File: config.mk
export PLATFORM = sky130hd
export DESIGN_NAME = usb_frame_timer
export DESIGN_NICKNAME = d
export VERILOG_FILES = /design/src/rtl/ft_pkg.sv /design/src/rtl/ft_ivl_reg.sv /design/src/rtl/ft_remaining.sv /design/src/rtl/ft_frame_num.sv /design/src/rtl/usb_frame_timer.sv
export SDC_FILE = /design/constraint.sdc
export NUM_CORES = 1
export LEC_CHECK = 0
export BUFFER_PORTS_ARGS = -buffer_cell sky130_fd_sc_hd__buf_4
export CAP_MARGIN = 10
export CORE_MARGIN = 2
export CORE_UTILIZATION = 48
export CTS_CLUSTER_DIAMETER = 120
export DETAILED_ROUTE_END_ITERATION = 6
export GPL_ROUTABILITY_DRIVEN = 0
export HOLD_SLACK_MARGIN = 0.03
export PLACE_DENSITY = 0.76
export RECOVER_POWER = 50
export SLEW_MARGIN = 15
export SYNTH_ARGS = -nofsm -noshare
export SYNTH_HDL_FRONTEND = slang
export SYNTH_SLANG_ARGS = --single-unit
File: constraint.sdc
create_clock -name clk_i -period 2 [get_ports clk_i]
set_input_delay 0.1 -clock clk_i [delete_from_list [all_inputs] [get_ports clk_i]]
set_output_delay 0.1 -clock clk_i [all_outputs]
set_load 0.01 [all_outputs]
File: src/rtl/ft_pkg.sv
package ft_pkg;
  typedef enum logic [1:0] {
    ADDR_IVL  = 2'd0,
    ADDR_REM  = 2'd1,
    ADDR_FNUM = 2'd2,
    ADDR_RSVD = 2'd3
  } ft_addr_e;
endpackage

File: src/rtl/ft_ivl_reg.sv
module ft_ivl_reg
  import ft_pkg::*;
#(
  parameter int CNT_W     = 14,
  parameter int IVL_RESET = 11999
) (
  input  logic             clk_i,
  input  logic             rst_ni,
  input  logic             wr_i,
  input  ft_addr_e         addr_i,
  input  logic [CNT_W-1:0] wdata_ivl_i,
  input  logic             wdata_tog_i,
  output logic [CNT_W-1:0] ivl_o,
  output logic             itog_o
);
  localparam logic [CNT_W-1:0] IvlRst = CNT_W'(IVL_RESET);

  logic wr_hit;
  assign wr_hit = wr_i && (addr_i == ADDR_IVL);

  always_ff @(posedge clk_i or negedge rst_ni) begin
    if (!rst_ni) begin
      ivl_o  <= IvlRst;
      itog_o <= 1'b0;
    end else if (wr_hit) begin
      ivl_o  <= wdata_ivl_i;
      itog_o <= wdata_tog_i;
    end
  end


  ivl_hold_chk: assert property (@(posedge clk_i) disable iff (!rst_ni)
    !wr_hit |=> $stable(ivl_o) && $stable(itog_o));
endmodule

File: src/rtl/ft_remaining.sv
module ft_remaining #(
  parameter int CNT_W = 14
) (
  input  logic             clk_i,
  input  logic             rst_ni,
  input  logic             op_i,
  input  logic             tick_i,
  input  logic [CNT_W-1:0] ivl_i,
  input  logic             itog_i,
  output logic [CNT_W-1:0] rem_o,
  output logic             rtog_o,
  output logic             wrap_o,
  output logic             sof_o
);
  logic op_q;
  logic entry;

  assign entry  = op_i && !op_q;
  // strobe landing on an exhausted count, outside the entry cycle
  assign wrap_o = op_i && op_q && tick_i && (rem_o == '0);

  always_ff @(posedge clk_i or negedge rst_ni) begin
    if (!rst_ni) begin
      op_q   <= 1'b0;
      rem_o  <= '0;
      rtog_o <= 1'b0;
      sof_o  <= 1'b0;
    end else begin
      op_q  <= op_i;
      sof_o <= wrap_o;
      if (entry) begin
        rem_o <= ivl_i;
      end else if (wrap_o) begin
        rem_o  <= ivl_i;
        rtog_o <= itog_i;
      end else if (op_i && tick_i) begin
        rem_o <= rem_o - 1'b1;
      end
    end
  end


  dec_step_chk: assert property (@(posedge clk_i) disable iff (!rst_ni)
    (op_i && op_q && tick_i && rem_o != '0) |=> rem_o == $past(rem_o) - 1'b1);

  reload_val_chk: assert property (@(posedge clk_i) disable iff (!rst_ni)
    (op_i && op_q && tick_i && rem_o == '0) |=> rem_o == $past(ivl_i));

  tog_follow_chk: assert property (@(posedge clk_i) disable iff (!rst_ni)
    (op_i && op_q && tick_i && rem_o == '0) |=> rtog_o == $past(itog_i));

  entry_load_chk: assert property (@(posedge clk_i) disable iff (!rst_ni)
    (op_i && !op_q) |=> rem_o == $past(ivl_i) && !sof_o && $stable(rtog_o));

  idle_hold_chk: assert property (@(posedge clk_i) disable iff (!rst_ni)
    !op_i |=> $stable(rem_o) && $stable(rtog_o) && !sof_o);
endmodule

File: src/rtl/ft_frame_num.sv
module ft_frame_num #(
  parameter int FN_W = 16
) (
  input  logic            clk_i,
  input  logic            rst_ni,
  input  logic            adv_i,
  output logic [FN_W-1:0] fn_o
);
  always_ff @(posedge clk_i or negedge rst_ni) begin
    if (!rst_ni) fn_o <= '0;
    else if (adv_i) fn_o <= fn_o + 1'b1;
  end


  fn_step_chk: assert property (@(posedge clk_i) disable iff (!rst_ni)
    adv_i |=> fn_o == $past(fn_o) + 1'b1);

  fn_hold_chk: assert property (@(posedge clk_i) disable iff (!rst_ni)
    !adv_i |=> $stable(fn_o));
endmodule

File: src/rtl/usb_frame_timer.sv
module usb_frame_timer
  import ft_pkg::*;
#(
  parameter int CNT_W     = 14,
  parameter int FN_W      = 16,
  parameter int DATA_W    = 32,
  parameter int IVL_RESET = 11999
) (
  input  logic              clk_i,
  input  logic              rst_ni,
  input  logic              op_en_i,
  input  logic              bit_tick_i,
  input  logic              reg_wr_i,
  input  logic [1:0]        reg_addr_i,
  input  logic [DATA_W-1:0] reg_wdata_i,
  output logic [DATA_W-1:0] reg_rdata_o,
  output logic              sof_o
);
  localparam int TogBit = DATA_W - 1;

  ft_addr_e         addr;
  logic [CNT_W-1:0] ivl, rem;
  logic             itog, rtog, wrap;
  logic [FN_W-1:0]  fn;
  logic             wdata_unused;

  assign addr         = ft_addr_e'(reg_addr_i);
  assign wdata_unused = ^reg_wdata_i[TogBit-1:CNT_W];

  ft_ivl_reg #(.CNT_W(CNT_W), .IVL_RESET(IVL_RESET)) u_ivl (
    .clk_i       (clk_i),
    .rst_ni      (rst_ni),
    .wr_i        (reg_wr_i),
    .addr_i      (addr),
    .wdata_ivl_i (reg_wdata_i[CNT_W-1:0]),
    .wdata_tog_i (reg_wdata_i[TogBit]),
    .ivl_o       (ivl),
    .itog_o      (itog)
  );

  ft_remaining #(.CNT_W(CNT_W)) u_rem (
    .clk_i  (clk_i),
    .rst_ni (rst_ni),
    .op_i   (op_en_i),
    .tick_i (bit_tick_i),
    .ivl_i  (ivl),
    .itog_i (itog),
    .rem_o  (rem),
    .rtog_o (rtog),
    .wrap_o (wrap),
    .sof_o  (sof_o)
  );

  ft_frame_num #(.FN_W(FN_W)) u_fn (
    .clk_i  (clk_i),
    .rst_ni (rst_ni),
    .adv_i  (wrap),
    .fn_o   (fn)
  );

  always_comb begin
    reg_rdata_o = '0;
    unique case (addr)
      ADDR_IVL: begin
        reg_rdata_o[CNT_W-1:0] = ivl;
        reg_rdata_o[TogBit]    = itog;
      end
      ADDR_REM: begin
        reg_rdata_o[CNT_W-1:0] = rem;
        reg_rdata_o[TogBit]    = rtog;
      end
      ADDR_FNUM: reg_rdata_o[FN_W-1:0] = fn;
      default:   reg_rdata_o = '0;
    endcase
  end


  sof_fn_chk: assert property (@(posedge clk_i) disable iff (!rst_ni)
    sof_o |-> fn == $past(fn) + 1'b1);

  sof_src_chk: assert property (@(posedge clk_i) disable iff (!rst_ni)
    wrap |=> sof_o);
endmodule

==> results of run 1 <==
==> area by class of cell <==
| class | count | area [um^2] |
|---|---|---|
| fillers | 514 | 2290 |
| repair buffers | 81 | 636 |
| inverters | 5 | 18.8 |
| well taps | 75 | 93.8 |
| flip-flops and latches | 48 | 1210 |
| multi-input cells | 218 | 1470 |
| clock buffers | 8 | 90.1 |
==> how the worst max path moves through the flow <==
stage / slack [ns] / from / cells after the start / to
global placement: 0.17 / u_rem.rem_o[2]$_DFFE_PN0P_ / 5 / u_fn.fn_o[1]$_DFFE_PN0P_
finish: 0.13 / op_en_i / 8 / u_rem.rem_o[7]$_DFFE_PN0P_
CTS: 0.14 / u_rem.rem_o[2]$_DFFE_PN0P_ / 5 / u_rem.rtog_o$_DFFE_PN0P_
detailed placement: 0.15 / u_rem.rem_o[2]$_DFFE_PN0P_ / 5 / u_rem.rtog_o$_DFFE_PN0P_
floorplan: 0.08 / u_rem.rem_o[2]$_DFFE_PN0P_ / 7 / u_rem.rem_o[9]$_DFFE_PN0P_
global route: 0.007 / u_rem.rem_o[1]$_DFFE_PN0P_ / 8 / u_rem.rem_o[1]$_DFFE_PN0P_
==> stage by stage <==
stage,setup WS [ns],area [um^2],utilization [%]
4_1_cts,0.139,3540,60.9
3_5_place_dp,0.147,3290,56.6
3_3_place_gp,0.171,3290,56.6
6_report,0.133,3520,60.6
5_1_grt,0.00690,3520,60.6
2_1_floorplan,0.0778,2890,-
==> layer usage <==
layer / up-vias / part of all wire (%) / global-route usage [%]
li1: 1142 / - / -
met1: 1164 / 43 / 27.4
met2: 85 / 48 / 32.2
met3: 9 / 6.4 / 4.67
met4: 0 / 2.0 / 8.64
met5: - / 0 / 0
==> placed cells by master, fill, tap and decap left out, types with 8 or more instances in the layout <==
cell type      Yosys  routed
buf_4             15      61
dfrtp_1           37      37
nand2_1           32      32
o21ai_0           19      19
mux2i_1           17      17
nand3_1           17      17
mux2_2            17      17
dlygate4sd3_1      0      16
conb_1             1      15
nor2_1            12      12
dfstp_2           11      11
xnor2_1           10      10
nand4_1            9       9
and3_1             8       8
==> critical path, stage by stage <==
cell and delay (ns):
dlygate4sd3_1 0.54, clkbuf_1 0.22, and3_1 0.32, nand3_1 0.16, o31a_1 0.29, buf_4 0.17, a21oi_1 0.13, a2bb2oi_1 0.16
==> power breakdown <==
group	internal (uW)	switching [uW]
Clock	282	312
Combinational	384	376
Sequential	1130	146
Total	1800	835
==> cell families (layout without fill, tap and decap cells) <==
group / Yosys count / after routing
mux: 34 / 34
other cells: 1 / 15
compound gates: 46 / 46
simple gates: 106 / 106
xor+xnor: 15 / 15
fa+ha+maj: 2 / 2
flops: 48 / 48
buf+inv: 35 / 94
==> cells in the mapped netlist (3+ instances only) <==
cell / number / area, um^2
clkbuf_1: 9 / 33.8
nand4_1: 9 / 56.3
nor2_1: 12 / 45.0
buf_4: 15 / 113
xnor2_1: 10 / 87.6
buf_2: 3 / 15.0
a21oi_1: 5 / 25.0
dfrtp_1: 37 / 926
and3_1: 8 / 50.1
o31a_1: 4 / 35.0
nand2_1: 32 / 120
nand3_1: 17 / 85.1
o21ai_0: 19 / 95.1
mux2i_1: 17 / 170
and2_1: 3 / 18.8
dfstp_2: 11 / 289
o21ai_1: 3 / 15.0
mux2_2: 17 / 191
inv_1: 5 / 18.8
xor2_1: 5 / 43.8
o311ai_0: 3 / 26.3
nor3_1: 4 / 20.0
==> flip-flops by register name, summed over array words and instances, names as in the netlist <==
register and count:
u_fn.fn_o 16, u_ivl.itog_o 1, u_rem.sof_o 1, u_ivl.ivl_o 14, u_rem.op_q 1, u_rem.rtog_o 1
u_rem.rem_o 14
==> what timing repair did <==
| item | 4_1_cts | 5_1_grt |
|---|---|---|
| hold buffers | 16 | 0 |
| resized for setup | 0 | 0 |
| hold endpoints to repair | 52 | 0 |
==> impl_metrics.py, run 1 <==
metrics = {
    "status": {
        "status": "finished, final reports clean",
    },
    "synthesis": {
        "synth_seq_cells": 48,
        "synthMuxAreaShare_pct": 12.7,
        "synthSimpleGateAreaFrac_pct": 20.5,
        "netlist_area_um2": 2840,
        "avgSynthCellArea_um2": 9.89,
        "synth_adder_area_share_pct": 0.881,
        "async_flop_share_pct": 100,
        "synth-main-ff-cell": "dfrtp_1",
        "synth_seq_area_share_pct": 42.8,
        "synth_compound_area_share_pct": 11.1,
        "netlist_instances": 287,
        "synth_top_family_by_area": "simple AND/OR/NAND/NOR gates",
        "synth_cell_type_count": 52,
        "ys_warn_count": 0,
        "synth-edff-count": 0,
        "synth_xor_area_share_pct": 4.63,
    },
    "routing": {
        "drtIter0Drc": 174,
        "final_antenna_net_count": 0,
        "post-route-drc-count": 0,
        "via_per_inst": 5.52,
        "dr_total_vias": 2400,
        "wirelength_um": 6280,
        "wire_per_inst_um": 14.4,
        "first_pass_iters": 5,
    },
    "floorplanning": {
        "initial_utilization_pct": 48.8,
        "coreArea_um2": 5820,
        "ios": 72,
        "rows": 28,
        "die-area_um2": 6550,
        "die_width_um": 80.9,
        "die_height_um": 80.9,
    },
    "clock_tree": {
        "cts-htree-levels": 2,
        "cts_tree": "built",
        "post-cts-setup-buffer-count": 0,
        "root_buffer": "clkbuf_8",
        "cts_made_buffers": 5,
        "insertion_delay_ns": 0.31,
        "cts.path.max_buffers": 2,
        "cts_sinks": 48,
        "path_clk_slew_ns": 0.08,
    },
    "finish": {
        "insertedDiodeCount": 0,
        "final_nets": 400,
        "area_growth_pct": 24.1,
        "layout-drive-gt1-share_pct": 29.4,
        "instances_no_fill": 435,
    },
    "global_route": {
        "grt_first_pass_wirelength_um": 10200,
        "track_usage_pct": 20.5,
        "grt_max_degree": 49,
        "grt.overflow.total": 0,
        "grt_pass1_vias": 2142,
        "antenna_found_initial": 0,
    },
    "sta": {
        "finalCritPeriodShare_pct": 93.3,
        "min_period_ns": 1.87,
        "relSlewSlack_pct": 23.8,
        "finalHoldViolCount": 0,
        "rsz0062_at_grt": "false",
        "tns_ns": 0,
        "clock.fmax_mhz": 536,
        "setup_violations": 0,
        "tightest_slew_ns": 1.14,
        "slew_violations": 0,
        "whs_ns": 0.0364,
        "fin_skew_ns": 0.00787,
    },
    "worst_setup_path": {
        "crit_path_end_kind": "flip-flop",
        "rr_startpoint": "u_rem.rem_o[1]$_DFFE_PN0P_",
        "start_kind": "primary input",
        "crit_type": "in2reg",
        "worstPathMaxFanout": 7,
        "reg2reg_slack_ns": 0.14,
        "r2r_cells": 8,
        "critPathArrivalTime_ns": 2.10,
        "timing.rr.end": "u_rem.rem_o[1]$_DFFE_PN0P_",
        "required_ns": 2.23,
    },
    "pwr": {
        "p_per_area_nw_per_um2": 748,
        "power_uw": 2640,
        "ir_drop_mv": 0.355,
        "p_leak_uw": 0.00158,
    },
    "job": {
        "maxCapViolCount": 0,
    },
    "place": {
        "place_hpwl_um": 4460,
        "dpl.cell_count": 411,
        "port_buffers": 39,
    },
    "hold_path": {
        "hold_depth": 2,
        "hold_start": "reg_wdata_i[31]",
        "whs_endpoint": "u_ivl.itog_o$_DFFE_PN0P_",
        "hold_path.class": "in2reg",
    },
}
Power figures use the tool's default switching activity.
==> run 2: changes to the inputs <==
--- a/config.mk
+++ b/config.mk
@@ -5,15 +5,16 @@
 export SDC_FILE = /design/constraint.sdc
 export NUM_CORES = 1
 export LEC_CHECK = 0
+export ABC_AREA = 1
 export BUFFER_PORTS_ARGS = -buffer_cell sky130_fd_sc_hd__buf_4
 export CAP_MARGIN = 10
 export CORE_MARGIN = 2
-export CORE_UTILIZATION = 48
+export CORE_UTILIZATION = 49
 export CTS_CLUSTER_DIAMETER = 120
 export DETAILED_ROUTE_END_ITERATION = 6
 export GPL_ROUTABILITY_DRIVEN = 0
 export HOLD_SLACK_MARGIN = 0.03
-export PLACE_DENSITY = 0.76
+export PLACE_DENSITY = 0.77
 export RECOVER_POWER = 50
 export SLEW_MARGIN = 15
 export SYNTH_ARGS = -nofsm -noshare
==> run 2 against run 1 <==
Net effect:
- non-clock buffer count decreased by 26
- sequential share of layout area is 0.31 points higher
- synthesized cell count rose by 37%
- critical path depth increased by 1
- global-route usage up 0.55 points
- clock skew up 0.0010 ns
- core utilization fell by 2.0 points
- via count is 7.0% higher
- synthesized area up 6.5%
- maximum frequency is 5.8% higher
- critical path type is now reg2reg
- highest routed layer unchanged
==> impl_metrics.py, run 2 <==
metrics = {
    "status": {
        "status": "finished, final reports clean",
    },
    "floorplanning": {
        "coreArea_um2": 5960,
        "ios": 72,
        "die-area_um2": 6810,
        "rows": 28,
        "die_height_um": 82.5,
        "die_width_um": 82.5,
        "initial_utilization_pct": 50.8,
    },
    "synthesis": {
        "synth.top_cells.by_area": "dfrtp_1 (31%), nand2_1 (11%), dfstp_2 (9.6%)",
        "synthSimpleGateAreaFrac_pct": 28.0,
        "netlist_area_um2": 3020,
        "synth_compound_area_share_pct": 11.0,
        "synth_seq_area_share_pct": 40.2,
        "netlist_instances": 393,
        "synthMuxAreaShare_pct": 0,
        "async_flop_share_pct": 100,
        "yosys.area.top_type": "dfrtp_1",
        "synth_top_family_by_area": "simple AND/OR/NAND/NOR gates",
        "ys_warn_count": 0,
        "synth_top_cells_by_count": "nand2_1 (89), inv_1 (55), nor2_1 (51)",
        "synth_top_area_share_pct": 30.6,
        "synth-main-ff-cell": "dfrtp_1",
        "yosysMostFrequentCell": "nand2_1",
        "synth_xor_area_share_pct": 6.29,
        "avgSynthCellArea_um2": 7.69,
        "synth_adder_area_share_pct": 0.828,
        "synth_seq_cells": 48,
        "synth-edff-count": 0,
        "synth_cell_type_count": 33,
    },
    "routing": {
        "first_pass_iters": 5,
        "via_per_inst": 4.96,
        "wire_per_inst_um": 12.7,
        "post-route-drc-count": 0,
        "wirelength_um": 6570,
        "drtIter0Drc": 148,
        "dr_total_vias": 2568,
        "final_antenna_net_count": 0,
    },
    "finish": {
        "layout-drive-gt1-share_pct": 19.4,
        "final_cell_mix": "nand2_1 (89), inv_1 (55), nor2_1 (51)",
        "largest-register": "u_fn.fn_o",
        "fillers": 556,
        "area_growth_pct": 15.5,
        "insertedDiodeCount": 0,
        "multi_input_area_um2": 1450,
        "largest_reg_flops": 16,
        "seqCellArea_um2": 1210,
        "top_regs": "u_fn.fn_o: 16 flops, u_ivl.ivl_o: 14 flops, u_rem.rem_o: 14 flops",
        "final_nets": 483,
        "final_common_cell": "nand2_1",
        "fin_util_pct": 58.6,
    },
    "sta": {
        "tns_ns": 0,
        "finalCritPeriodShare_pct": 88.2,
        "relSlewSlack_pct": 21.5,
        "rsz0062_at_grt": "false",
        "tightest_slew_ns": 1.18,
        "slew_violations": 0,
        "fin_skew_ns": 0.00890,
        "clock.fmax_mhz": 567,
        "min_period_ns": 1.76,
        "setup_violations": 0,
        "finalHoldViolCount": 0,
        "whs_ns": 0.0300,
    },
    "worst_setup_path": {
        "crit_start": "u_rem.rem_o[0]$_DFFE_PN0P_",
        "cp_slowest_cell": "dfrtp_1",
        "crit_path_cell_trace": "inv_1 -> ha_1 -> nand3_4 -> nor2_4 -> nand3_4 -> nand2_4 -> nand2_1 -> nand2_1 -> o21bai_2",
        "rr_startpoint": "u_rem.rem_o[0]$_DFFE_PN0P_",
        "required_ns": 2.21,
        "start_kind": "flip-flop",
        "critPathArrivalTime_ns": 1.97,
        "worstPathMaxFanout": 22,
        "slowest_delay_ns": 0.39,
        "crit_type": "reg2reg",
        "crit_path_end_kind": "flip-flop",
        "crit_family": "simple AND/OR/NAND/NOR gates",
        "worst-path-buf-inv": 1,
    },
    "job": {
        "maxCapViolCount": 0,
    },
    "global_route": {
        "grt_max_degree": 49,
        "use_met1_pct": 28.1,
        "grt_busiest_layer": "met2",
        "grt_pass1_vias": 2381,
        "use_met3_pct": 2.61,
        "grt_util_met2_pct": 34.0,
        "track_usage_pct": 21.1,
        "grt_first_pass_wirelength_um": 10800,
        "grt.overflow.total": 0,
        "antenna_found_initial": 0,
    },
    "pwr": {
        "ir_drop_mv": 0.425,
        "p_per_area_nw_per_um2": 775,
        "p_leak_uw": 0.00181,
    },
    "clock_tree": {
        "cts.repair.resized": 0,
        "insertion_delay_ns": 0.31,
        "root_buffer": "clkbuf_8",
        "cts_made_buffers": 5,
        "cts-htree-levels": 2,
        "cts_tree": "built",
        "path_clk_slew_ns": 0.09,
        "cts.path.max_buffers": 2,
        "cts_sinks": 48,
        "post-cts-setup-buffer-count": 0,
    },
    "hold_path": {
        "hold_path.class": "in2reg",
        "hold_start": "reg_wdata_i[2]",
    },
    "place": {
        "place_hpwl_um": 4900,
        "port_buffers": 39,
    },
}
run 2: cell types whose count changed after synthesis, sizes merged, moves of 9 or more:
cell    before  now
nor2        12   61
xnor2       10    1
xor2         5   19
nand2       33   90
a21oi        6   15
o221ai       0   14
nand3       18   31
o21ai       22   10
inv          5   58
mux2i       17    0
mux2        17    0
run 2: final timing paths:
| kind | end | depth (start not counted) | slack [ns] |
|---|---|---|---|
| hold reg to reg | u_ivl.ivl_o[4]$_DFFE_PN1P_ | 2 | 0.49 |
| max in group asynchronous | u_rem.rem_o[13]$_DFFE_PN0P_ | 2 | 0.71 |
| setup / recovery | u_rem.rem_o[10]$_DFFE_PN0P_ | 9 | 0.24 |
| setup reg to reg | u_rem.rem_o[10]$_DFFE_PN0P_ | 9 | 0.24 |
| hold / removal | u_ivl.ivl_o[2]$_DFFE_PN1P_ | 3 | 0.03 |
| min in group asynchronous | u_rem.rem_o[3]$_DFFE_PN0P_ | 2 | 0.58 |
run 2: cell families (layout without fill, tap and decap cells):
| logic type | after synthesis | after routing |
|---|---|---|
| AOI/OAI and AO/OA | 47 | 47 |
| xor gates and xnor gates | 20 | 20 |
| adders and majority gates | 2 | 2 |
| buffers and inverters | 85 | 121 |
| DFF | 48 | 48 |
| other | 1 | 15 |
| and+or+nand+nor | 190 | 190 |
run 2: report_power, final:
part           switching [uW]  internal (uW)
logic                     517            343
registers                 101           1130
clock network             341            277
total                     959           1750
run 2: what timing repair did:
| action | CTS | global route |
|---|---|---|
| endpoints found under the setup margin | 0 | 0 |
| endpoints found under the hold margin | 47 | 0 |
| hold buffers | 11 | 0 |
run 2: metrics by stage:
| step | std cells | instance area (um^2) | power [uW] | setup slack [ns] |
|---|---|---|---|---|
| final | 518 | 3490 | 2710 | 0.236 |
| after global routing | 518 | 3490 | 2890 | 0.0885 |
| after CTS | 518 | 3510 | 2710 | 0.227 |
| after detailed placement | 499 | 3310 | 2080 | 0.244 |
| after global placement | 499 | 3310 | 2050 | 0.284 |
| after floorplan | 407 | 3080 | 1850 | 0.417 |
run 2: area by class of cell:
type                            count  share of cell area [%]
Multi-Input combinational cell    274                    41.5
Sequential cell                    48                    34.8
Timing Repair Buffer               55                    12.1
Inverter                           58                    6.23
Tap cell                           75                    2.69
Clock buffer                        6                    2.36
Clock inverter                      2                   0.287
run 2: worst register-to-register path, cell delays in order (launching register included):
cell and delay, ns:
dfrtp_1 0.39, inv_1 0.12, ha_1 0.24, nand3_4 0.12, nor2_4 0.15, nand3_4 0.13
nand2_4 0.25, nand2_1 0.10, nand2_1 0.10, o21bai_2 0.06
run 2: metal layers:
metal / part of all wire, % / up-vias
met5: 0 / -
met4: 2.7 / 0
met3: 3.9 / 18
met2: 47 / 75
met1: 47 / 1175
li1: - / 1300
==> run 3: changes to the inputs <==
--- a/config.mk
+++ b/config.mk
@@ -14,7 +14,7 @@
 export DETAILED_ROUTE_END_ITERATION = 6
 export GPL_ROUTABILITY_DRIVEN = 0
 export HOLD_SLACK_MARGIN = 0.03
-export PLACE_DENSITY = 0.77
+export PLACE_DENSITY = 0.83
 export RECOVER_POWER = 50
 export SLEW_MARGIN = 15
 export SYNTH_ARGS = -nofsm -noshare
==> run 3 against run 2 <==
Net effect:
- maximum frequency is essentially flat
- via count grew 1.2%
- critical path type unchanged
- power shrank 2.4%
- largest cell class unchanged
- hold slack gained 0.0088 ns
- die area is the same
- cell count shrank 1.4%
- clock power shrank 9.9%
- non-clock buffer count shrank 7
- count of clock-buffer cells in the layout grew 1
- core utilization shrank 1.4 points
==> impl_metrics.py, run 3 (synthesis results as in run 2) <==
metrics = {
    "status": {
        "status": "finished, final reports clean",
    },
    "floorplanning": {
        "die_height_um": 82.5,
        "initial_utilization_pct": 50.8,
        "coreArea_um2": 5960,
        "die_width_um": 82.5,
        "ios": 72,
        "rows": 28,
        "die-area_um2": 6810,
    },
    "worst_setup_path": {
        "cp_slowest_cell": "dfrtp_1",
        "crit_path_cell_trace": "inv_1 -> ha_1 -> nand3_4 -> nor2_4 -> nand3_4 -> nand2_4 -> nand2_1 -> nand2_1 -> o21bai_2",
        "crit_path_end_kind": "flip-flop",
        "slowest_delay_ns": 0.39,
        "crit_type": "reg2reg",
        "required_ns": 2.19,
        "start_kind": "flip-flop",
        "worstPathMaxFanout": 22,
        "critPathArrivalTime_ns": 1.95,
    },
    "pwr": {
        "p_int_uw": 1710,
        "power.switching_uw": 934,
        "p_clk_share_pct": 21.1,
        "seqPwrFrac_pct": 46.3,
        "p_per_area_nw_per_um2": 775,
        "p_leak_uw": 0.00177,
        "ir_drop_mv": 0.435,
        "p_comb_share_pct": 32.6,
        "p_sw_share_pct": 35.3,
    },
    "routing": {
        "post-route-drc-count": 0,
        "via_per_inst": 5.09,
        "wirelength_um": 6510,
        "dr_total_vias": 2600,
        "drtIter0Drc": 172,
        "wire_per_inst_um": 12.7,
        "first_pass_iters": 7,
        "final_antenna_net_count": 0,
    },
    "clock_tree": {
        "insertion_delay_ns": 0.30,
        "cts-htree-levels": 2,
        "cts_made_buffers": 5,
        "cts.path.max_buffers": 2,
        "path_clk_slew_ns": 0.08,
        "cts_sinks": 48,
        "cts_tree": "built",
        "post-cts-setup-buffer-count": 0,
        "root_buffer": "clkbuf_8",
    },
    "global_route": {
        "grt_max_degree": 49,
        "grt.overflow.total": 0,
        "grt_pass1_vias": 2433,
        "antenna_found_initial": 0,
        "track_usage_pct": 20.7,
        "grt_first_pass_wirelength_um": 10800,
    },
    "place": {
        "dp_worst_setup_slack_ns": 0.252,
        "placed_area_um2": 3310,
        "place_hpwl_um": 4930,
        "port_buffers": 39,
    },
    "finish": {
        "largest_reg_flops": 16,
        "area_growth_pct": 12.8,
        "layout-drive-gt1-share_pct": 19.3,
        "largest-register": "u_fn.fn_o",
        "final_nets": 476,
        "insertedDiodeCount": 0,
        "top_regs": "u_fn.fn_o: 16 flops, u_ivl.ivl_o: 14 flops, u_rem.rem_o: 14 flops",
        "multi_input_area_um2": 1450,
        "seqCellArea_um2": 1210,
        "fillers": 549,
        "postLayoutCellArea_um2": 3410,
        "final_common_cell": "nand2_1",
        "final_cell_mix": "nand2_1 (89), inv_1 (55), nor2_1 (51)",
    },
    "sta": {
        "fin_skew_ns": 0.00632,
        "tightest_slew_ns": 1.16,
        "tns_ns": 0,
        "relSlewSlack_pct": 22.9,
        "clock.fmax_mhz": 567,
        "finalHoldViolCount": 0,
        "rsz0062_at_grt": "false",
        "finalCritPeriodShare_pct": 88.2,
        "setup_violations": 0,
        "whs_ns": 0.0388,
        "min_period_ns": 1.76,
        "layout_setup_ws_ns": 0.235,
        "slew_violations": 0,
    },
    "hold_path": {
        "hold_path.class": "in2reg",
    },
    "job": {
        "maxCapViolCount": 0,
    },
}
-- run 3: changes by cell type in the layout (fill, tap and decap cells not counted) --
cell / delta
clkinv_2: -1
clkbuf_1: +2
dlygate4sd3_1: -7
clkbuf_8: -1
-- run 3: power by group through the flow --
stage          registers, uW  logic (uW)  clock network [uW]
3_5_place_dp            1240         846                   0
3_3_place_gp            1230         808                   0
2_1_floorplan           1220         627                   0
5_1_grt                 1240         958                 613
6_report                1220         862                 557
4_1_cts                 1220         855                 568
-- run 3: cell type report --
type                       instances  share of cell area [%]
timing repair buffer              48                    10.3
tap                               75                    2.75
clock buffer                       7                    2.24
multi-input combinational        274                    42.5
sequential                        48                    35.6
inverter                          58                    6.38
clock inverter                     1                   0.147
-- run 3: worst max-delay path: cells and delay by family, from the launching register on --
kind | cells | cell delay (ns)
simple gates | 6 | 0.82
flops | 1 | 0.39
compound gates | 1 | 0.06
buf+inv | 1 | 0.13
fa+ha+maj | 1 | 0.26
-- run 3: per-stage QoR --
stage	std cells	util (%)	power [uW]
3_3_place_gp	499	55.5	2040
5_1_grt	511	57.3	2810
3_5_place_dp	499	55.5	2090
2_1_floorplan	407	-	1850
6_report	511	57.3	2640
4_1_cts	510	57.4	2640
-- run 3: final timing paths --
check	start	to	slack (ns)	cells after the start
hold reg to reg	u_ivl.ivl_o[4]$_DFFE_PN1P_	u_ivl.ivl_o[4]$_DFFE_PN1P_	0.49	2
min in group asynchronous	rst_ni	u_ivl.ivl_o[8]$_DFFE_PN0P_	0.58	2
setup / recovery	u_rem.rem_o[0]$_DFFE_PN0P_	u_rem.rem_o[4]$_DFFE_PN0P_	0.24	9
setup reg to reg	u_rem.rem_o[0]$_DFFE_PN0P_	u_rem.rem_o[4]$_DFFE_PN0P_	0.24	9
hold / removal	reg_wdata_i[3]	u_ivl.ivl_o[3]$_DFFE_PN1P_	0.04	3
max in group asynchronous	rst_ni	u_fn.fn_o[6]$_DFFE_PN0P_	0.74	2
-- run 3: metal layers --
metal,track usage [%],routed length [um]
met4,7.05,133
met1,26.7,2760
met2,35.2,3190
met3,3.70,429
met5,0,0
-- run 3: repair_timing --
action	CTS	global route
endpoints found under the hold margin	39	1
gates resized for setup	0	0
setup endpoints to repair	0	0
hold buffers	3	1
